===== config.mk =====
export PLATFORM = sky130hd
export DESIGN_NAME = burst_col_gen
export DESIGN_NICKNAME = d
export VERILOG_FILES = /design/src/rtl/bcg_pkg.sv /design/src/rtl/bcg_lenmask.sv /design/src/rtl/bcg_ctrl.sv /design/src/rtl/bcg_addr.sv /design/src/rtl/burst_col_gen.sv
export SDC_FILE = /design/constraint.sdc
export NUM_CORES = 1
export LEC_CHECK = 0
export BUFFER_PORTS_ARGS = -buffer_cell sky130_fd_sc_hd__buf_2
export CAP_MARGIN = 20
export CORE_AREA = 5 5 58 81
export DETAILED_ROUTE_END_ITERATION = 7
export DIE_AREA = 0 0 63 86
export PLACE_DENSITY = 0.72
export REMOVE_ABC_BUFFERS = 1
export SLEW_MARGIN = 30
export SYNTH_ARGS = -nofsm -noshare
export SYNTH_HDL_FRONTEND = slang
export SYNTH_SLANG_ARGS = --single-unit

===== constraint.sdc =====
create_clock -name clk -period 3.6 [get_ports clk]
set_input_delay 0.72 -clock clk [delete_from_list [all_inputs] [get_ports clk]]
set_output_delay 0.72 -clock clk [all_outputs]
set_load 0.005 [all_outputs]

===== src/rtl/bcg_pkg.sv =====
package bcg_pkg;
   typedef enum logic [2:0] {
      BLEN_1    = 3'd0,
      BLEN_2    = 3'd1,
      BLEN_4    = 3'd2,
      BLEN_8    = 3'd3,
      BLEN_PAGE = 3'd7
   } blen_e;

   localparam int BLEN_W   = 3;
   localparam int MAX_FIXED_LOG = 3;
endpackage


===== src/rtl/bcg_lenmask.sv =====
module bcg_lenmask #(
   parameter int COL_W = 8
) (
   input  logic [bcg_pkg::BLEN_W-1:0] code,
   output logic [COL_W-1:0]           mask,
   output logic                       full
);
   import bcg_pkg::*;

   always_comb begin
      mask = '0;
      full = 1'b0;
      case (code)
         BLEN_2:    mask = COL_W'(1);
         BLEN_4:    mask = COL_W'(3);
         BLEN_8:    mask = COL_W'(7);
         BLEN_PAGE: begin
            mask = '1;
            full = 1'b1;
         end
         default:   mask = '0;
      endcase
   end
endmodule


===== src/rtl/bcg_ctrl.sv =====
module bcg_ctrl #(
   parameter int COL_W = 8
) (
   input  logic                       clk,
   input  logic                       rst_n,
   input  logic                       cmd_start,
   input  logic                       cmd_intr,
   input  logic                       cmd_stop,
   input  logic [COL_W-1:0]           start_col,
   input  logic [bcg_pkg::BLEN_W-1:0] blen_code,
   input  logic                       ilv_mode,
   input  logic [COL_W-1:0]           mask,
   input  logic                       full,
   output logic                       act_q,
   output logic [COL_W-1:0]           cnt_q,
   output logic [COL_W-1:0]           base_q,
   output logic [bcg_pkg::BLEN_W-1:0] code_q,
   output logic                       ilv_q,
   output logic                       last
);
   logic load;

   assign load = cmd_intr | (cmd_start & ~act_q);
   assign last = act_q & ~full & (cnt_q == mask);

   always_ff @(posedge clk) begin
      if (!rst_n) begin
         act_q  <= 1'b0;
         cnt_q  <= '0;
         base_q <= '0;
         code_q <= '0;
         ilv_q  <= 1'b0;
      end else if (load) begin
         act_q  <= 1'b1;
         cnt_q  <= '0;
         base_q <= start_col;
         code_q <= blen_code;
         ilv_q  <= ilv_mode;
      end else if (cmd_stop) begin
         act_q  <= 1'b0;
      end else if (act_q) begin
         if (last) act_q <= 1'b0;
         else      cnt_q <= cnt_q + COL_W'(1);
      end
   end
endmodule


===== src/rtl/bcg_addr.sv =====
module bcg_addr #(
   parameter int COL_W    = 8,
   parameter bit INTLV_EN = 1'b1
) (
   input  logic [COL_W-1:0] base,
   input  logic [COL_W-1:0] cnt,
   input  logic [COL_W-1:0] mask,
   input  logic             full,
   input  logic             ilv,
   output logic [COL_W-1:0] col
);
   logic [COL_W-1:0] seq_col;
   logic [COL_W-1:0] sum;

   assign sum     = base + cnt;
   assign seq_col = (base & ~mask) | (sum & mask);

   generate
      if (INTLV_EN) begin : g_ilv
         logic [COL_W-1:0] ilv_col;
         assign ilv_col = base ^ (cnt & mask);
         assign col     = (ilv && !full) ? ilv_col : seq_col;
      end else begin : g_seq_only
         logic unused_ilv;
         assign unused_ilv = ilv;
         assign col        = seq_col;
      end
   endgenerate
endmodule


===== src/rtl/burst_col_gen.sv =====
module burst_col_gen #(
   parameter int COL_W    = 8,
   parameter bit INTLV_EN = 1'b1
) (
   input  logic                       clk,
   input  logic                       rst_n,
   input  logic                       cmd_start,
   input  logic                       cmd_intr,
   input  logic                       cmd_stop,
   input  logic [COL_W-1:0]           start_col,
   input  logic [bcg_pkg::BLEN_W-1:0] blen_code,
   input  logic                       ilv_mode,
   output logic [COL_W-1:0]           col_addr,
   output logic                       beat_valid,
   output logic                       beat_last
);
   generate
      if (COL_W < bcg_pkg::MAX_FIXED_LOG) begin : g_bad_width
         $error("burst_col_gen: COL_W must cover an 8-beat block");
      end
   endgenerate

   logic                       act_q;
   logic [COL_W-1:0]           cnt_q;
   logic [COL_W-1:0]           base_q;
   logic [bcg_pkg::BLEN_W-1:0] code_q;
   logic                       ilv_q;
   logic [COL_W-1:0]           mask;
   logic                       full;
   logic                       last;

   bcg_lenmask #(.COL_W(COL_W)) u_mask (
      .code (code_q),
      .mask (mask),
      .full (full)
   );

   bcg_ctrl #(.COL_W(COL_W)) u_ctrl (
      .clk       (clk),
      .rst_n     (rst_n),
      .cmd_start (cmd_start),
      .cmd_intr  (cmd_intr),
      .cmd_stop  (cmd_stop),
      .start_col (start_col),
      .blen_code (blen_code),
      .ilv_mode  (ilv_mode),
      .mask      (mask),
      .full      (full),
      .act_q     (act_q),
      .cnt_q     (cnt_q),
      .base_q    (base_q),
      .code_q    (code_q),
      .ilv_q     (ilv_q),
      .last      (last)
   );

   bcg_addr #(.COL_W(COL_W), .INTLV_EN(INTLV_EN)) u_addr (
      .base (base_q),
      .cnt  (cnt_q),
      .mask (mask),
      .full (full),
      .ilv  (ilv_q),
      .col  (col_addr)
   );

   assign beat_valid = act_q;
   assign beat_last  = last;
endmodule


After elaboration in Yosys (flattened, before gate mapping):

Index checks and enable logic that the tools add are counted.

* input port bits: 17
* register bits: 21
* logic and storage cells: 38

* reductions and logical operators: 4
* bitwise logic cells: 15
* equality and inequality tests: 5
* mux-type cells: 7
* add/subtract/negate cells: 2

Operator list (number)
* one-hot mux 8 bit (4 select lines): 1
* AND 8 bit: 3
* adder 8 x 1 -> 8 bit (second input constant): 1
* adder 8 bit: 1
* == test 8 bit: 1
* 2-to-1 mux 8 bit: 1
* NOT 8 bit: 1
* bitwise OR 8 bit: 1
* XOR 8 bit: 1
* == test 3 x 2 -> 1 bit (second input constant): 2
* 2-to-1 mux 1 bit: 5
* NOT 1 bit: 5
* AND 1 bit: 3
* == test 3 x 1 -> 1 bit (second input constant): 1
* == test 3 bit (second input constant): 1
* AND reduction 3 bit: 1
* OR reduction 2 bit: 1
* logical AND 1 bit: 1
* logical NOT 1 bit: 1
* bitwise OR 1 bit: 1

Longest topological paths before layout:

Gate-level depths: netlist (run 1).

* depth after elaboration: 9
* mapped depth: 8

Modules after synthesis:

Synthesis (run 1) repeated with hierarchy kept, for this count alone.

* cells, all modules: 182
* area total of the unflattened synthesis: 1535.2 sq um

By module, submodules not included
* bcg_ctrl: times used 1, cells an instance 97, area an instance 958.4 sq um
* bcg_addr: times used 1, cells an instance 74, area an instance 500.5 sq um
* bcg_lenmask: times used 1, cells an instance 11, area an instance 76.3 sq um

Least setup slack after synthesis (run 1):

No wires, ideal clock.

* path kind: register -> output
* start point: reg u_ctrl.cnt_q[0]
* end point: out col_addr[6]
* stages on the path, launching flop included: 9
* path slack: 1.224 ns
* arrival: 1.656 ns
* data required time: 2.880 ns
* path through: dfxtp_1 ha_1 inv_1 fa_1 nor2b_1 o21ai_1 a21boi_1 nor3_1 nor3_1

* longest elaborated chain between the ends: 4

Ends and longest elaborated chain
* from (decl): RTL line bcg_ctrl.sv:15 `output logic [COL_W-1:0] cnt_q,`
* from (signal assigned): RTL line bcg_ctrl.sv:43 `else cnt_q <= cnt_q + COL_W'(1);`
* adder 8 bit: RTL line bcg_addr.sv:15 `assign sum = base + cnt;`
* AND 8 bit: RTL line bcg_addr.sv:16 `assign seq_col = (base & ~mask) | (sum & mask);`
* bitwise OR 8 bit: RTL line bcg_addr.sv:16
* 2-to-1 mux 8 bit: RTL line bcg_addr.sv:22 `assign col = (ilv && !full) ? ilv_col : seq_col;`
* to (decl): RTL line burst_col_gen.sv:13 `output logic [COL_W-1:0] col_addr,`

Every way passes these cells.

Final worst setup path (run 1):

Same ends and word-level chain as after synthesis.

==> report_table.html, run 1 <==
<table>
<tr><th>Metric</th><th>Value</th></tr>
<tr><th colspan="2">STA</th></tr>
<tr><td>Slew headroom</td><td>between 70 and 80%</td></tr>
<tr><td>Worst-case setup margin in the final layout</td><td>0.662 ns</td></tr>
<tr><td>Final Max Tran Viols</td><td>0</td></tr>
<tr><td>Highest Clock Rate</td><td>between 0.3 and 0.4 GHz</td></tr>
<tr><td>Transition time of the tightest slew-check pin</td><td>between 0.3 and 0.4 ns</td></tr>
<tr><td>Unrepaired setup endpoints after global routing</td><td>false</td></tr>
<tr><td>Final Hold Viols</td><td>0</td></tr>
<tr><td>Setup violations, final</td><td>0</td></tr>
<tr><td>Minimum clock period after layout</td><td>between 2 and 3 ns</td></tr>
<tr><td>Setup total negative slack</td><td>0 ns</td></tr>
<tr><td>Final worst path period share</td><td>a little over 80%</td></tr>
<tr><td>Final worst clock skew</td><td>approximately 0.0028 ns</td></tr>
<tr><th colspan="2">Floorplan</th></tr>
<tr><td>Core Rows</td><td>27</td></tr>
<tr><td>Vertical die dimension</td><td>between 80 and 90 µm</td></tr>
<tr><td>Area of the die</td><td>5420 µm²</td></tr>
<tr><td>Chip Width</td><td>63 µm</td></tr>
<tr><td>Count of boundary I/O pins</td><td>27</td></tr>
<tr><td>Initial cell density of the core</td><td>40.4%</td></tr>
<tr><td>Std-Cell Core Area</td><td>slightly below 4000 µm²</td></tr>
<tr><th colspan="2">Finish</th></tr>
<tr><td>Layout Utilization</td><td>between 40% and 50%</td></tr>
<tr><td>Layout-stage area growth over the synthesis result</td><td>13.8%</td></tr>
<tr><td>Number of nets in the layout</td><td>between 200 and 250</td></tr>
<tr><td>Fill cells</td><td>a little under 400</td></tr>
<tr><td>Final cell count without fillers</td><td>around 250</td></tr>
<tr><td>Antenna Diode Count</td><td>0</td></tr>
<tr><td>Most common cell after layout, fill and taps aside</td><td>sky130_fd_sc_hd__buf_2</td></tr>
<tr><td>Fraction of final layout cells sized beyond drive strength 1</td><td>18.5%</td></tr>
<tr><td>Commonest cells after routing, fill and taps aside</td><td>sky130_fd_sc_hd__buf_2, sky130_fd_sc_hd__dfxtp_1, sky130_fd_sc_hd__nand2_1, sky130_fd_sc_hd__ha_1, sky130_fd_sc_hd__nor2b_1</td></tr>
<tr><th colspan="2">Detailed routing</th></tr>
<tr><td>Via density</td><td>5.24</td></tr>
<tr><td>Routed wire length</td><td>3180 µm</td></tr>
<tr><td>Routed wire per std cell</td><td>12.8 µm</td></tr>
<tr><td>Antenna-violating nets left</td><td>0</td></tr>
<tr><td>DRC violations left</td><td>0</td></tr>
<tr><td>Vias after detailed routing</td><td>roughly 1.3k</td></tr>
<tr><td>Detailed Routing Iterations Pass 1</td><td>4</td></tr>
<tr><td>Drt first-iter violations</td><td>34</td></tr>
<tr><th colspan="2">Clock tree</th></tr>
<tr><td>Clock slew at the register clock pins of the worst setup and hold paths</td><td>0.08 ns</td></tr>
<tr><td>Sinks on the clock net</td><td>21</td></tr>
<tr><td>Post-CTS resize count</td><td>0</td></tr>
<tr><td>H-tree depth</td><td>1</td></tr>
<tr><td>Buffer levels on the longest clock path</td><td>2</td></tr>
<tr><td>CTS Buf Count</td><td>3</td></tr>
<tr><td>Buffer cell driving the clock tree root</td><td>sky130_fd_sc_hd__clkbuf_8</td></tr>
<tr><td>Number of hold buffers added after CTS</td><td>0</td></tr>
<tr><td>CTS tree</td><td>yes</td></tr>
<tr><td>Clock Latency Late Sink</td><td>0.27 ns</td></tr>
<tr><td>Post-CTS Setup Repair Bufs</td><td>0</td></tr>
<tr><th colspan="2">Logic synthesis</th></tr>
<tr><td>Share of synthesized registers carrying an async set or reset</td><td>0%</td></tr>
<tr><td>Area of the mapped netlist</td><td>~1600 µm²</td></tr>
<tr><td>Number of different library cells in the post-synthesis netlist</td><td>between 40 and 50</td></tr>
<tr><td>Part of the Yosys area used for sequential elements</td><td>around 27%</td></tr>
<tr><td>Count of state elements after synthesis</td><td>21</td></tr>
<tr><td>Average cell area after synthesis</td><td>8.82 µm²</td></tr>
<tr><td>Synth warn</td><td>0</td></tr>
<tr><td>Synth Instances</td><td>178</td></tr>
<tr><td>Post-synth top flop</td><td>sky130_fd_sc_hd__dfxtp_1</td></tr>
<tr><td>Number of flops mapped to enable cells by yosys</td><td>0</td></tr>
<tr><th colspan="2">Status</th></tr>
<tr><td>Status</td><td>completed</td></tr>
<tr><th colspan="2">Pwr</th></tr>
<tr><td>Share of total power in combinational logic</td><td>between 15 and 20%</td></tr>
<tr><td>Maximum vdd drop</td><td>0.000159 V</td></tr>
<tr><td>Power density normalized to cell area</td><td>about 290 nW/µm²</td></tr>
<tr><td>Fraction of power spent switching nets</td><td>between 20% and 30%</td></tr>
<tr><td>Switching power summed over all nets</td><td>roughly 0.14 mW</td></tr>
<tr><td>Power share of the sequential group</td><td>between 50% and 60%</td></tr>
<tr><td>Clock network fraction of total power</td><td>31.6%</td></tr>
<tr><td>Leakage dissipation</td><td>slightly above 0.8 nW</td></tr>
<tr><td>Power Internal</td><td>around 0.37 mW</td></tr>
<tr><th colspan="2">Worst setup path</th></tr>
<tr><td>Most used cell, CP</td><td>sky130_fd_sc_hd__nor3_1</td></tr>
<tr><td>CP Data Required Time</td><td>2.88 ns</td></tr>
<tr><td>Crit path max fanout</td><td>5</td></tr>
<tr><td>Cell depth of the worst flop-to-flop path</td><td>8</td></tr>
<tr><td>R2R setup slack</td><td>~1.4 ns</td></tr>
<tr><td>Arrival time worst endpoint</td><td>2.22 ns</td></tr>
<tr><td>Critical path buffer and inverter count</td><td>2</td></tr>
<tr><td>Reg-to-reg startpoint</td><td>u_ctrl.code_q[1]</td></tr>
<tr><td>Critical path's slowest cell</td><td>sky130_fd_sc_hd__dfxtp_1</td></tr>
<tr><td>Sort of element at the end of the critical path</td><td>output pin</td></tr>
<tr><td>Type of element launching the critical path</td><td>register</td></tr>
<tr><td>Cell family with the largest share of critical-path delay</td><td>adder cells</td></tr>
<tr><td>Critical Path, Cell by Cell</td><td>ha_1 -&gt; inv_1 -&gt; fa_1 -&gt; nor2b_1 -&gt; o21ai_1 -&gt; a21boi_1 -&gt; nor3_1 -&gt; nor3_1 -&gt; buf_2</td></tr>
<tr><td>Worst stage delay on the critical path</td><td>0.43 ns</td></tr>
<tr><td>R2r endpoint</td><td>u_ctrl.cnt_q[0]</td></tr>
<tr><td>Startpoint-to-endpoint class of the critical path</td><td>register to output pin</td></tr>
<tr><th colspan="2">Placement</th></tr>
<tr><td>Total half-perimeter wirelength after legalization and detailed placement</td><td>~2500 µm</td></tr>
<tr><td>Dpl cells</td><td>roughly 240</td></tr>
<tr><td>Number of I/O port buffers</td><td>26</td></tr>
<tr><td>Final estimated routing congestion in global placement</td><td>0.830</td></tr>
<tr><td>Setup Slack @ Placement</td><td>between 0.9 and 1 ns</td></tr>
<tr><th colspan="2">GRT</th></tr>
<tr><td>Wire length of the first global-routing pass</td><td>between 5000 and 6000 µm</td></tr>
<tr><td>Maximum number of pins on one net before global-route repair</td><td>16</td></tr>
<tr><td>Aggregate global routing overflow</td><td>0</td></tr>
<tr><td>Via count of the first global-routing pass</td><td>between 1k and 1.5k</td></tr>
<tr><td>GRT Resource Usage Total</td><td>around an eighth</td></tr>
<tr><td>Initial antenna violation count</td><td>0</td></tr>
<tr><th colspan="2">Hold path</th></tr>
<tr><td>Endpoint of the worst hold path</td><td>u_ctrl.cnt_q[1]</td></tr>
<tr><td>Type of the worst min-delay path</td><td>register to register</td></tr>
<tr><td>Worst Min Path Start</td><td>u_ctrl.cnt_q[1]</td></tr>
<tr><td>Number of cells on the worst hold path</td><td>2</td></tr>
<tr><th colspan="2">Flow run</th></tr>
<tr><td>Max Cap Viol</td><td>0</td></tr>
</table>
==> cell usage after synthesis (all sizes together), types with 6 or more instances <==
cell type | number | area share [%]
inv | 11 | 2.6
nand3 | 7 | 3.0
dfxtp | 21 | 27
ha | 16 | 13
mux2i | 13 | 8.3
nand2 | 16 | 3.8
a21oi | 6 | 2.2
nor2b | 14 | 5.6
xor2 | 7 | 3.9
xnor2 | 7 | 3.9
nor2 | 11 | 2.8
==> metal layers <==
metal | wire (µm) | vias to the layer above | GRT usage [%]
met1 | 1410 | 593 | 14.1
met2 | 1580 | 18 | 21.9
li1 | - | 684 | -
met5 | 0 | - | 0
met4 | 64 | 0 | 5.79
met3 | 125 | 5 | 2.88
==> registers in the layout, summed over array words and instances, names as in the netlist <==
signal,cells
u_ctrl.base_q,8
u_ctrl.act_q,1
u_ctrl.cnt_q,8
u_ctrl.ilv_q,1
u_ctrl.code_q,3
==> power by group through the flow <==
stage	Sequential, mW	Combinational (mW)	Clock (mW)
after detailed placement	0.261	0.0945	0
after global placement	0.260	0.0930	0
after CTS	0.256	0.0954	0.169
after floorplan	0.258	0.0643	0
final	0.255	0.0939	0.161
after global routing	0.257	0.105	0.180
==> logic make-up after synthesis <==
kind of cell    count (synthesis)  share of synthesized area [%]
fa+ha+maj                      18                           14.7
buf+inv                        15                           4.14
mux                            14                           9.00
compound gates                 29                           12.7
simple gates                   67                           24.9
xor+xnor                       14                           7.81
flops                          21                           26.8
==> stage by stage <==
| step | cell area (µm²) | hold slack, ns | total power [mW] |
|---|---|---|---|
| 5_1_grt | 1790 | 0.593 | 0.542 |
| 3_5_place_dp | 1740 | 0.544 | 0.356 |
| 3_3_place_gp | 1740 | 0.523 | 0.353 |
| 6_report | 1790 | 0.547 | 0.511 |
| 4_1_cts | 1790 | 0.552 | 0.520 |
| 2_1_floorplan | 1550 | 0.494 | 0.322 |
==> worst max-delay path by stage <==
stage | start | to | slack, ns | cells past startpoint
finish | u_ctrl.cnt_q[0] | col_addr[6] | 0.66 | 9
floorplan | u_ctrl.cnt_q[0] | col_addr[6] | 1.22 | 8
CTS | u_ctrl.cnt_q[0] | col_addr[6] | 0.65 | 9
global placement | u_ctrl.cnt_q[0] | col_addr[6] | 0.99 | 9
detailed placement | u_ctrl.cnt_q[0] | col_addr[6] | 0.96 | 9
global route | u_ctrl.cnt_q[0] | col_addr[6] | 0.48 | 9
==> cell type report <==
cell class | count | area, µm² | share of cell area, %
Inverter | 11 | 41.3 | 2.31
Clock inverter | 1 | 7.51 | 0.420
Sequential cell | 21 | 420 | 23.5
Clock buffer | 3 | 41.3 | 2.31
Multi-Input combinational cell | 142 | 1080 | 60.7
Timing Repair Buffer | 27 | 138 | 7.70
Tap cell | 43 | 53.8 | 3.01
==> worst register-to-register path: stages (launching register included) <==
cell and delay [ns]:
sky130_fd_sc_hd__dfxtp_1 0.44, sky130_fd_sc_hd__nand3_4 0.21, sky130_fd_sc_hd__inv_1 0.24, sky130_fd_sc_hd__ha_1 0.28, sky130_fd_sc_hd__nor4b_2 0.35, sky130_fd_sc_hd__nand4_4 0.22
sky130_fd_sc_hd__nand2_1 0.17, sky130_fd_sc_hd__xor2_1 0.16, sky130_fd_sc_hd__nor2_1 0.06
(Power assumes the default switching activity.)
==> inputs of run 2 (changes only) <==
==> constraint.sdc (replaced) <==
create_clock -name clk -period 2.9 [get_ports clk]
set_input_delay 0.58 -clock clk [delete_from_list [all_inputs] [get_ports clk]]
set_output_delay 0.58 -clock clk [all_outputs]
set_load 0.005 [all_outputs]
==> report_table.html, run 2 (synthesis results as in run 1) <==
<table>
<tr><th>Metric</th><th>Value</th></tr>
<tr><th colspan="2">Worst setup path</th></tr>
<tr><td>Crit path max fanout</td><td>5 (unchanged)</td></tr>
<tr><td>Arrival time worst endpoint</td><td>2.13 ns (-0.09 ns)</td></tr>
<tr><td>CP Data Required Time</td><td>2.32 ns (-0.56 ns)</td></tr>
<tr><td>Sort of element at the end of the critical path</td><td>output pin</td></tr>
<tr><td>Critical Path, Cell by Cell</td><td>ha_1 -&gt; inv_1 -&gt; fa_1 -&gt; nor2b_1 -&gt; o21ai_1 -&gt; a21boi_2 -&gt; nor3_1 -&gt; nor3_1 -&gt; buf_2</td></tr>
<tr><td>Worst stage delay on the critical path</td><td>0.40 ns (-0.03 ns)</td></tr>
<tr><td>Type of element launching the critical path</td><td>register</td></tr>
<tr><td>Critical path buffer and inverter count</td><td>2 (unchanged)</td></tr>
<tr><td>Critical path's slowest cell</td><td>sky130_fd_sc_hd__fa_1</td></tr>
<tr><td>Cell family with the largest share of critical-path delay</td><td>adder cells</td></tr>
<tr><td>Startpoint-to-endpoint class of the critical path</td><td>register to output pin</td></tr>
<tr><td>Most used cell, CP</td><td>sky130_fd_sc_hd__nor3_1</td></tr>
<tr><th colspan="2">Status</th></tr>
<tr><td>Status</td><td>completed</td></tr>
<tr><th colspan="2">Finish</th></tr>
<tr><td>Layout-stage area growth over the synthesis result</td><td>14.3%</td></tr>
<tr><td>Most common cell after layout, fill and taps aside</td><td>sky130_fd_sc_hd__buf_2</td></tr>
<tr><td>Fill cells</td><td>400 (+3.4%)</td></tr>
<tr><td>Regs by FF count</td><td>u_ctrl.base_q (8), u_ctrl.cnt_q (8), u_ctrl.code_q (3)</td></tr>
<tr><td>Fraction of final layout cells sized beyond drive strength 1</td><td>20.5% (+2.0 points)</td></tr>
<tr><td>Antenna Diode Count</td><td>0 (unchanged)</td></tr>
<tr><td>Number of nets in the layout</td><td>240 (unchanged)</td></tr>
<tr><td>Commonest cells after routing, fill and taps aside</td><td>sky130_fd_sc_hd__buf_2, sky130_fd_sc_hd__dfxtp_1, sky130_fd_sc_hd__nand2_1, sky130_fd_sc_hd__ha_1, sky130_fd_sc_hd__nor2b_1</td></tr>
<tr><th colspan="2">Placement</th></tr>
<tr><td>Number of I/O port buffers</td><td>26 (unchanged)</td></tr>
<tr><td>Total half-perimeter wirelength after legalization and detailed placement</td><td>2460 µm (-0.32%)</td></tr>
<tr><td>Final estimated routing congestion in global placement</td><td>0.835 (+0.58%)</td></tr>
<tr><th colspan="2">STA</th></tr>
<tr><td>Setup total negative slack</td><td>0 ns (unchanged)</td></tr>
<tr><td>Transition time of the tightest slew-check pin</td><td>0.392 ns (+0.0272 ns)</td></tr>
<tr><td>Unrepaired setup endpoints after global routing</td><td>true</td></tr>
<tr><td>Hold slack final</td><td>0.547 ns (+0.0000670 ns)</td></tr>
<tr><td>Final Hold Viols</td><td>0 (unchanged)</td></tr>
<tr><td>Setup violations, final</td><td>0 (unchanged)</td></tr>
<tr><td>Final worst clock skew</td><td>0.00689 ns (+0.00407 ns)</td></tr>
<tr><td>Final worst path period share</td><td>93.4%</td></tr>
<tr><td>Final Max Tran Viols</td><td>0 (unchanged)</td></tr>
<tr><td>Highest Clock Rate</td><td>0.369 GHz</td></tr>
<tr><td>Minimum clock period after layout</td><td>between 2 and 3 ns</td></tr>
<tr><td>Slew headroom</td><td>73.8% (-1.2 points)</td></tr>
<tr><th colspan="2">Pwr</th></tr>
<tr><td>Power density normalized to cell area</td><td>352 nW/µm² (+23%)</td></tr>
<tr><td>Switching power summed over all nets</td><td>0.175 mW (+23%)</td></tr>
<tr><td>Clock network fraction of total power</td><td>31.2% (-0.4 points)</td></tr>
<tr><td>Fraction of power spent switching nets</td><td>27.8% (-0.21 points)</td></tr>
<tr><td>Share of total power in combinational logic</td><td>18.6% (+0.2 points)</td></tr>
<tr><td>Power share of the sequential group</td><td>50.2% (+0.2 points)</td></tr>
<tr><td>Maximum vdd drop</td><td>0.000265 V (+66%)</td></tr>
<tr><td>Leakage dissipation</td><td>0.809 nW (-0.69%)</td></tr>
<tr><td>Power Internal</td><td>0.456 mW (+24%)</td></tr>
<tr><th colspan="2">Floorplan</th></tr>
<tr><td>Std-Cell Core Area</td><td>3880 µm² (unchanged)</td></tr>
<tr><td>Vertical die dimension</td><td>86 µm (unchanged)</td></tr>
<tr><td>Initial cell density of the core</td><td>40.4% (unchanged)</td></tr>
<tr><td>Core Rows</td><td>27 (unchanged)</td></tr>
<tr><td>Area of the die</td><td>5420 µm² (unchanged)</td></tr>
<tr><td>Chip Width</td><td>63 µm (unchanged)</td></tr>
<tr><td>Count of boundary I/O pins</td><td>27 (unchanged)</td></tr>
<tr><th colspan="2">Clock tree</th></tr>
<tr><td>Sinks on the clock net</td><td>21 (unchanged)</td></tr>
<tr><td>Clock slew at the register clock pins of the worst setup and hold paths</td><td>0.08 ns (about the same)</td></tr>
<tr><td>H-tree depth</td><td>1 (unchanged)</td></tr>
<tr><td>Post-CTS Setup Repair Bufs</td><td>0 (unchanged)</td></tr>
<tr><td>Buffer cell driving the clock tree root</td><td>sky130_fd_sc_hd__clkbuf_8</td></tr>
<tr><td>Buffer levels on the longest clock path</td><td>2 (unchanged)</td></tr>
<tr><td>CTS tree</td><td>yes</td></tr>
<tr><td>Clock Latency Late Sink</td><td>0.27 ns (about the same)</td></tr>
<tr><td>CTS Buf Count</td><td>3 (unchanged)</td></tr>
<tr><th colspan="2">Detailed routing</th></tr>
<tr><td>Routed wire length</td><td>3240 µm (+2.1%)</td></tr>
<tr><td>Via density</td><td>5.28 (+0.77%)</td></tr>
<tr><td>Drt first-iter violations</td><td>41 (+21%)</td></tr>
<tr><td>Routed wire per std cell</td><td>13.1 µm (+2.1%)</td></tr>
<tr><td>Antenna-violating nets left</td><td>0 (unchanged)</td></tr>
<tr><td>DRC violations left</td><td>0 (unchanged)</td></tr>
<tr><td>Vias after detailed routing</td><td>1310 (+0.77%)</td></tr>
<tr><td>Detailed Routing Iterations Pass 1</td><td>3 (-1)</td></tr>
<tr><th colspan="2">GRT</th></tr>
<tr><td>Aggregate global routing overflow</td><td>0 (unchanged)</td></tr>
<tr><td>Initial antenna violation count</td><td>0 (unchanged)</td></tr>
<tr><td>Wire length of the first global-routing pass</td><td>5480 µm (-0.76%)</td></tr>
<tr><td>GRT Resource Usage Total</td><td>12.4% (-0.11 points)</td></tr>
<tr><td>Via count of the first global-routing pass</td><td>1262 (+1.4%)</td></tr>
<tr><td>Maximum number of pins on one net before global-route repair</td><td>16 (unchanged)</td></tr>
<tr><th colspan="2">Flow run</th></tr>
<tr><td>Max Cap Viol</td><td>0 (unchanged)</td></tr>
<tr><th colspan="2">Hold path</th></tr>
<tr><td>Type of the worst min-delay path</td><td>register to register</td></tr>
</table>
run 2: changes by cell type in the layout (fill, tap and decap cells not counted), sizes merged:
| cell | change |
|---|---|
| clkinv | +1 |
| inv | -1 |
run 2: final timing paths:
check,start,to,slack (ns),cells after the start
worst max register to register,u_ctrl.code_q[0],u_ctrl.cnt_q[0],0.74,8
worst min register to register,u_ctrl.cnt_q[1],u_ctrl.cnt_q[1],0.55,2
worst max-delay path,u_ctrl.cnt_q[0],col_addr[6],0.19,9
worst min-delay path,u_ctrl.cnt_q[1],u_ctrl.cnt_q[1],0.55,2
run 2: routing by layer:
layer	wire length, µm	part of all wire [%]	global-route usage (%)
met2	1590	49	21.6
met1	1440	44	14.1
met4	94	2.9	6.76
met5	0	0	0
met3	120	3.7	2.36
run 2: per-stage QoR:
step           std cells  setup slack, ns  util [%]  power, mW  area (µm²)
6_report             248            0.191      46.2      0.631        1790
5_1_grt              248         -0.00673      46.2      0.670        1790
4_1_cts              248           0.0597      45.9      0.642        1780
3_5_place_dp         244            0.370      44.7      0.442        1740
3_3_place_gp         244            0.422      44.7      0.439        1740
2_1_floorplan        174            0.664         -      0.400        1550
run 2: timing repair:
item | in CTS | in global routing
hold buffers | 0 | 0
setup endpoints to repair | 0 | 2
gates resized for setup | 0 | 4
run 2: power by group through the flow:
stage / Clock [mW] / Combinational [mW] / Sequential, mW
after floorplan: 0 / 0.0798 / 0.320
after global placement: 0 / 0.116 / 0.323
after detailed placement: 0 / 0.118 / 0.324
after CTS: 0.207 / 0.118 / 0.317
after global routing: 0.219 / 0.131 / 0.320
final: 0.197 / 0.117 / 0.317
run 2: worst reg2reg max path: stages, from the launching register on:
cell,delay (ns)
sky130_fd_sc_hd__dfxtp_1,0.43
sky130_fd_sc_hd__nand3_4,0.22
sky130_fd_sc_hd__clkinvlp_4,0.20
sky130_fd_sc_hd__ha_1,0.25
sky130_fd_sc_hd__nor4b_2,0.35
sky130_fd_sc_hd__nand4_4,0.22
sky130_fd_sc_hd__nand2_1,0.16
sky130_fd_sc_hd__xor2_1,0.16
sky130_fd_sc_hd__nor2_1,0.05
run 2: final cells by class:
type / instances / area (µm²) / share of cell area, %
Inverter: 11 / 45.0 / 2.51
Clock inverter: 1 / 5.00 / 0.279
Sequential cell: 21 / 423 / 23.6
Clock buffer: 3 / 41.3 / 2.30
Timing Repair Buffer: 27 / 138 / 7.67
Tap cell: 43 / 53.8 / 3.00
Multi-Input combinational cell: 142 / 1090 / 60.7
==> inputs of run 3 (changes only) <==
==> constraint.sdc (replaced) <==
create_clock -name clk -period 2.9 [get_ports clk]
set_input_delay 0.29 -clock clk [delete_from_list [all_inputs] [get_ports clk]]
set_output_delay 0.29 -clock clk [all_outputs]
set_load 0.005 [all_outputs]
==> report_table.html, run 3 (synthesis results as in run 1) <==
<table>
<tr><th>Metric</th><th>Value</th></tr>
<tr><th colspan="2">Pwr</th></tr>
<tr><td>Final Total Pwr</td><td>0.632 mW (+0.17%)</td></tr>
<tr><td>Maximum vdd drop</td><td>0.000185 V (-30%)</td></tr>
<tr><td>Leakage dissipation</td><td>0.818 nW (+1.2%)</td></tr>
<tr><td>Power density normalized to cell area</td><td>354 nW/µm² (+0.74%)</td></tr>
<tr><th colspan="2">Detailed routing</th></tr>
<tr><td>Via density</td><td>5.24 (-0.76%)</td></tr>
<tr><td>DRC violations left</td><td>0 (unchanged)</td></tr>
<tr><td>Detailed Routing Iterations Pass 1</td><td>4 (+1)</td></tr>
<tr><td>Routed wire length</td><td>3320 µm (+2.2%)</td></tr>
<tr><td>Vias after detailed routing</td><td>1300 (-0.76%)</td></tr>
<tr><td>Antenna-violating nets left</td><td>0 (unchanged)</td></tr>
<tr><td>Drt first-iter violations</td><td>60 (+46%)</td></tr>
<tr><td>Routed wire per std cell</td><td>13.4 µm (+2.2%)</td></tr>
<tr><th colspan="2">Worst setup path</th></tr>
<tr><td>Startpoint-to-endpoint class of the critical path</td><td>register to output pin</td></tr>
<tr><td>Cell depth of the worst flop-to-flop path</td><td>8 (unchanged)</td></tr>
<tr><td>CP Data Required Time</td><td>2.61 ns (+0.29 ns)</td></tr>
<tr><td>Crit path max fanout</td><td>15 (+10)</td></tr>
<tr><td>R2r endpoint</td><td>u_ctrl.cnt_q[2]</td></tr>
<tr><td>Type of element launching the critical path</td><td>register</td></tr>
<tr><td>Reg-to-reg startpoint</td><td>u_ctrl.code_q[0]</td></tr>
<tr><td>Arrival time worst endpoint</td><td>2.25 ns (+0.12 ns)</td></tr>
<tr><td>Sort of element at the end of the critical path</td><td>output pin</td></tr>
<tr><td>R2R setup slack</td><td>0.61 ns (-0.13 ns)</td></tr>
<tr><th colspan="2">STA</th></tr>
<tr><td>Minimum clock period after layout</td><td>2.54 ns (-0.168 ns)</td></tr>
<tr><td>Unrepaired setup endpoints after global routing</td><td>false</td></tr>
<tr><td>Final Max Tran Viols</td><td>0 (unchanged)</td></tr>
<tr><td>Setup total negative slack</td><td>0 ns (unchanged)</td></tr>
<tr><td>Final worst clock skew</td><td>0.00180 ns (-0.00509 ns)</td></tr>
<tr><td>Transition time of the tightest slew-check pin</td><td>0.575 ns (+0.183 ns)</td></tr>
<tr><td>Setup violations, final</td><td>0 (unchanged)</td></tr>
<tr><td>Slew headroom</td><td>61.6% (-12 points)</td></tr>
<tr><td>Final Hold Viols</td><td>0 (unchanged)</td></tr>
<tr><td>Highest Clock Rate</td><td>0.393 GHz (+6.6%)</td></tr>
<tr><td>Final worst path period share</td><td>87.6% (-5.8 points)</td></tr>
<tr><th colspan="2">Clock tree</th></tr>
<tr><td>H-tree depth</td><td>1 (unchanged)</td></tr>
<tr><td>Buffer cell driving the clock tree root</td><td>sky130_fd_sc_hd__clkbuf_8</td></tr>
<tr><td>CTS Buf Count</td><td>3 (unchanged)</td></tr>
<tr><td>Post-CTS resize count</td><td>0 (unchanged)</td></tr>
<tr><td>Sinks on the clock net</td><td>21 (unchanged)</td></tr>
<tr><td>Buffer levels on the longest clock path</td><td>2 (unchanged)</td></tr>
<tr><td>Post-CTS Setup Repair Bufs</td><td>0 (unchanged)</td></tr>
<tr><td>CTS tree</td><td>yes</td></tr>
<tr><td>Clock Latency Late Sink</td><td>0.26 ns (about the same)</td></tr>
<tr><td>Clock slew at the register clock pins of the worst setup and hold paths</td><td>0.08 ns (about the same)</td></tr>
<tr><td>Number of hold buffers added after CTS</td><td>0 (unchanged)</td></tr>
<tr><th colspan="2">GRT</th></tr>
<tr><td>Initial antenna violation count</td><td>0 (unchanged)</td></tr>
<tr><td>Via count of the first global-routing pass</td><td>1334 (+5.7%)</td></tr>
<tr><td>Aggregate global routing overflow</td><td>0 (unchanged)</td></tr>
<tr><td>Wire length of the first global-routing pass</td><td>5820 µm (+6.2%)</td></tr>
<tr><td>Met3 usage</td><td>2.36% (unchanged)</td></tr>
<tr><td>GR Layer Usage met2</td><td>23.2% (+1.6 points)</td></tr>
<tr><td>GRT Resource Usage Total</td><td>12.6% (+0.24 points)</td></tr>
<tr><td>Maximum number of pins on one net before global-route repair</td><td>16 (unchanged)</td></tr>
<tr><td>Most used routing layer in global routing</td><td>met2</td></tr>
<tr><td>Grt met1 use</td><td>15.0% (+0.93 points)</td></tr>
<tr><th colspan="2">Floorplan</th></tr>
<tr><td>Area of the die</td><td>5420 µm² (unchanged)</td></tr>
<tr><td>Initial cell density of the core</td><td>40.4% (unchanged)</td></tr>
<tr><td>Vertical die dimension</td><td>86 µm (unchanged)</td></tr>
<tr><td>Chip Width</td><td>63 µm (unchanged)</td></tr>
<tr><td>Std-Cell Core Area</td><td>3880 µm² (unchanged)</td></tr>
<tr><td>Count of boundary I/O pins</td><td>27 (unchanged)</td></tr>
<tr><td>Core Rows</td><td>27 (unchanged)</td></tr>
<tr><th colspan="2">Placement</th></tr>
<tr><td>Total half-perimeter wirelength after legalization and detailed placement</td><td>2630 µm (+7.1%)</td></tr>
<tr><td>Number of I/O port buffers</td><td>26 (unchanged)</td></tr>
<tr><td>Final estimated routing congestion in global placement</td><td>0.828 (-0.85%)</td></tr>
<tr><th colspan="2">Finish</th></tr>
<tr><td>Layout Utilization</td><td>45.9% (-0.26 points)</td></tr>
<tr><td>Commonest cells after routing, fill and taps aside</td><td>sky130_fd_sc_hd__buf_2, sky130_fd_sc_hd__dfxtp_1, sky130_fd_sc_hd__nand2_1, sky130_fd_sc_hd__ha_1, sky130_fd_sc_hd__nor2b_1</td></tr>
<tr><td>Fraction of final layout cells sized beyond drive strength 1</td><td>18.5% (-2.0 points)</td></tr>
<tr><td>Most common cell after layout, fill and taps aside</td><td>sky130_fd_sc_hd__buf_2</td></tr>
<tr><td>Number of nets in the layout</td><td>240 (unchanged)</td></tr>
<tr><td>Layout-stage area growth over the synthesis result</td><td>13.6%</td></tr>
<tr><td>Antenna Diode Count</td><td>0 (unchanged)</td></tr>
<tr><td>Regs by FF count</td><td>u_ctrl.base_q (8), u_ctrl.cnt_q (8), u_ctrl.code_q (3)</td></tr>
<tr><th colspan="2">Hold path</th></tr>
<tr><td>Type of the worst min-delay path</td><td>primary input to register</td></tr>
<tr><td>Worst Min Path Start</td><td>ilv_mode</td></tr>
<tr><td>Endpoint of the worst hold path</td><td>u_ctrl.ilv_q</td></tr>
<tr><td>Number of cells on the worst hold path</td><td>3 (+1)</td></tr>
<tr><th colspan="2">Flow run</th></tr>
<tr><td>Max Cap Viol</td><td>0 (unchanged)</td></tr>
<tr><th colspan="2">Status</th></tr>
<tr><td>Status</td><td>completed</td></tr>
</table>
==> run 3: metrics by stage <==
| stage | worst slack [ns] | hold WS, ns | cell area (µm²) | std cells |
|---|---|---|---|---|
| 3_3_place_gp | 0.701 | 0.526 | 1740 | 244 |
| 5_1_grt | 0.172 | 0.290 | 1780 | 248 |
| 4_1_cts | 0.342 | 0.280 | 1780 | 248 |
| 3_5_place_dp | 0.627 | 0.537 | 1740 | 244 |
| 6_report | 0.359 | 0.279 | 1780 | 248 |
| 2_1_floorplan | 0.907 | 0.418 | 1550 | 174 |
==> run 3: worst max path at each step <==
stage,startpoint,endpoint,slack [ns],depth (start not counted)
after global placement,u_ctrl.cnt_q[0],col_addr[6],0.70,9
after floorplan,u_ctrl.code_q[1],u_ctrl.cnt_q[0],0.91,8
after global routing,u_ctrl.code_q[0],beat_last,0.17,7
after detailed placement,u_ctrl.code_q[0],u_ctrl.cnt_q[2],0.63,8
final,u_ctrl.code_q[0],beat_last,0.36,7
after CTS,u_ctrl.code_q[0],beat_last,0.34,7
==> run 3: routing by layer <==
layer / vias up / part of all wire, %
li1: 683 / -
met1: 598 / 45
met2: 17 / 51
met3: 2 / 3.8
met4: 0 / 0.63
met5: - / 0
==> run 3: cell type report <==
| type | count | area, µm² |
|---|---|---|
| tap | 43 | 53.8 |
| clock buffer | 3 | 41.3 |
| inverter | 11 | 41.3 |
| timing repair buffer | 27 | 138 |
| multi-input combinational | 142 | 1080 |
| clock inverter | 1 | 5.00 |
| sequential | 21 | 420 |
| fill | 406 | 2100 |
==> run 3: power breakdown <==
part	internal, mW	switching, mW	leakage, nW
Clock	0.0957	0.101	0.0255
Combinational	0.0582	0.0600	0.620
Sequential	0.301	0.0154	0.172
Total	0.455	0.177	0.818
==> run 3: worst max-delay path, stage by stage, from the launching register on <==
cell,delay [ns]
sky130_fd_sc_hd__dfxtp_1,0.44
sky130_fd_sc_hd__nand3_4,0.21
sky130_fd_sc_hd__inv_1,0.25
sky130_fd_sc_hd__ha_1,0.29
sky130_fd_sc_hd__nor4b_2,0.37
sky130_fd_sc_hd__nand4_4,0.23
sky130_fd_sc_hd__inv_1,0.09
sky130_fd_sc_hd__buf_2,0.11
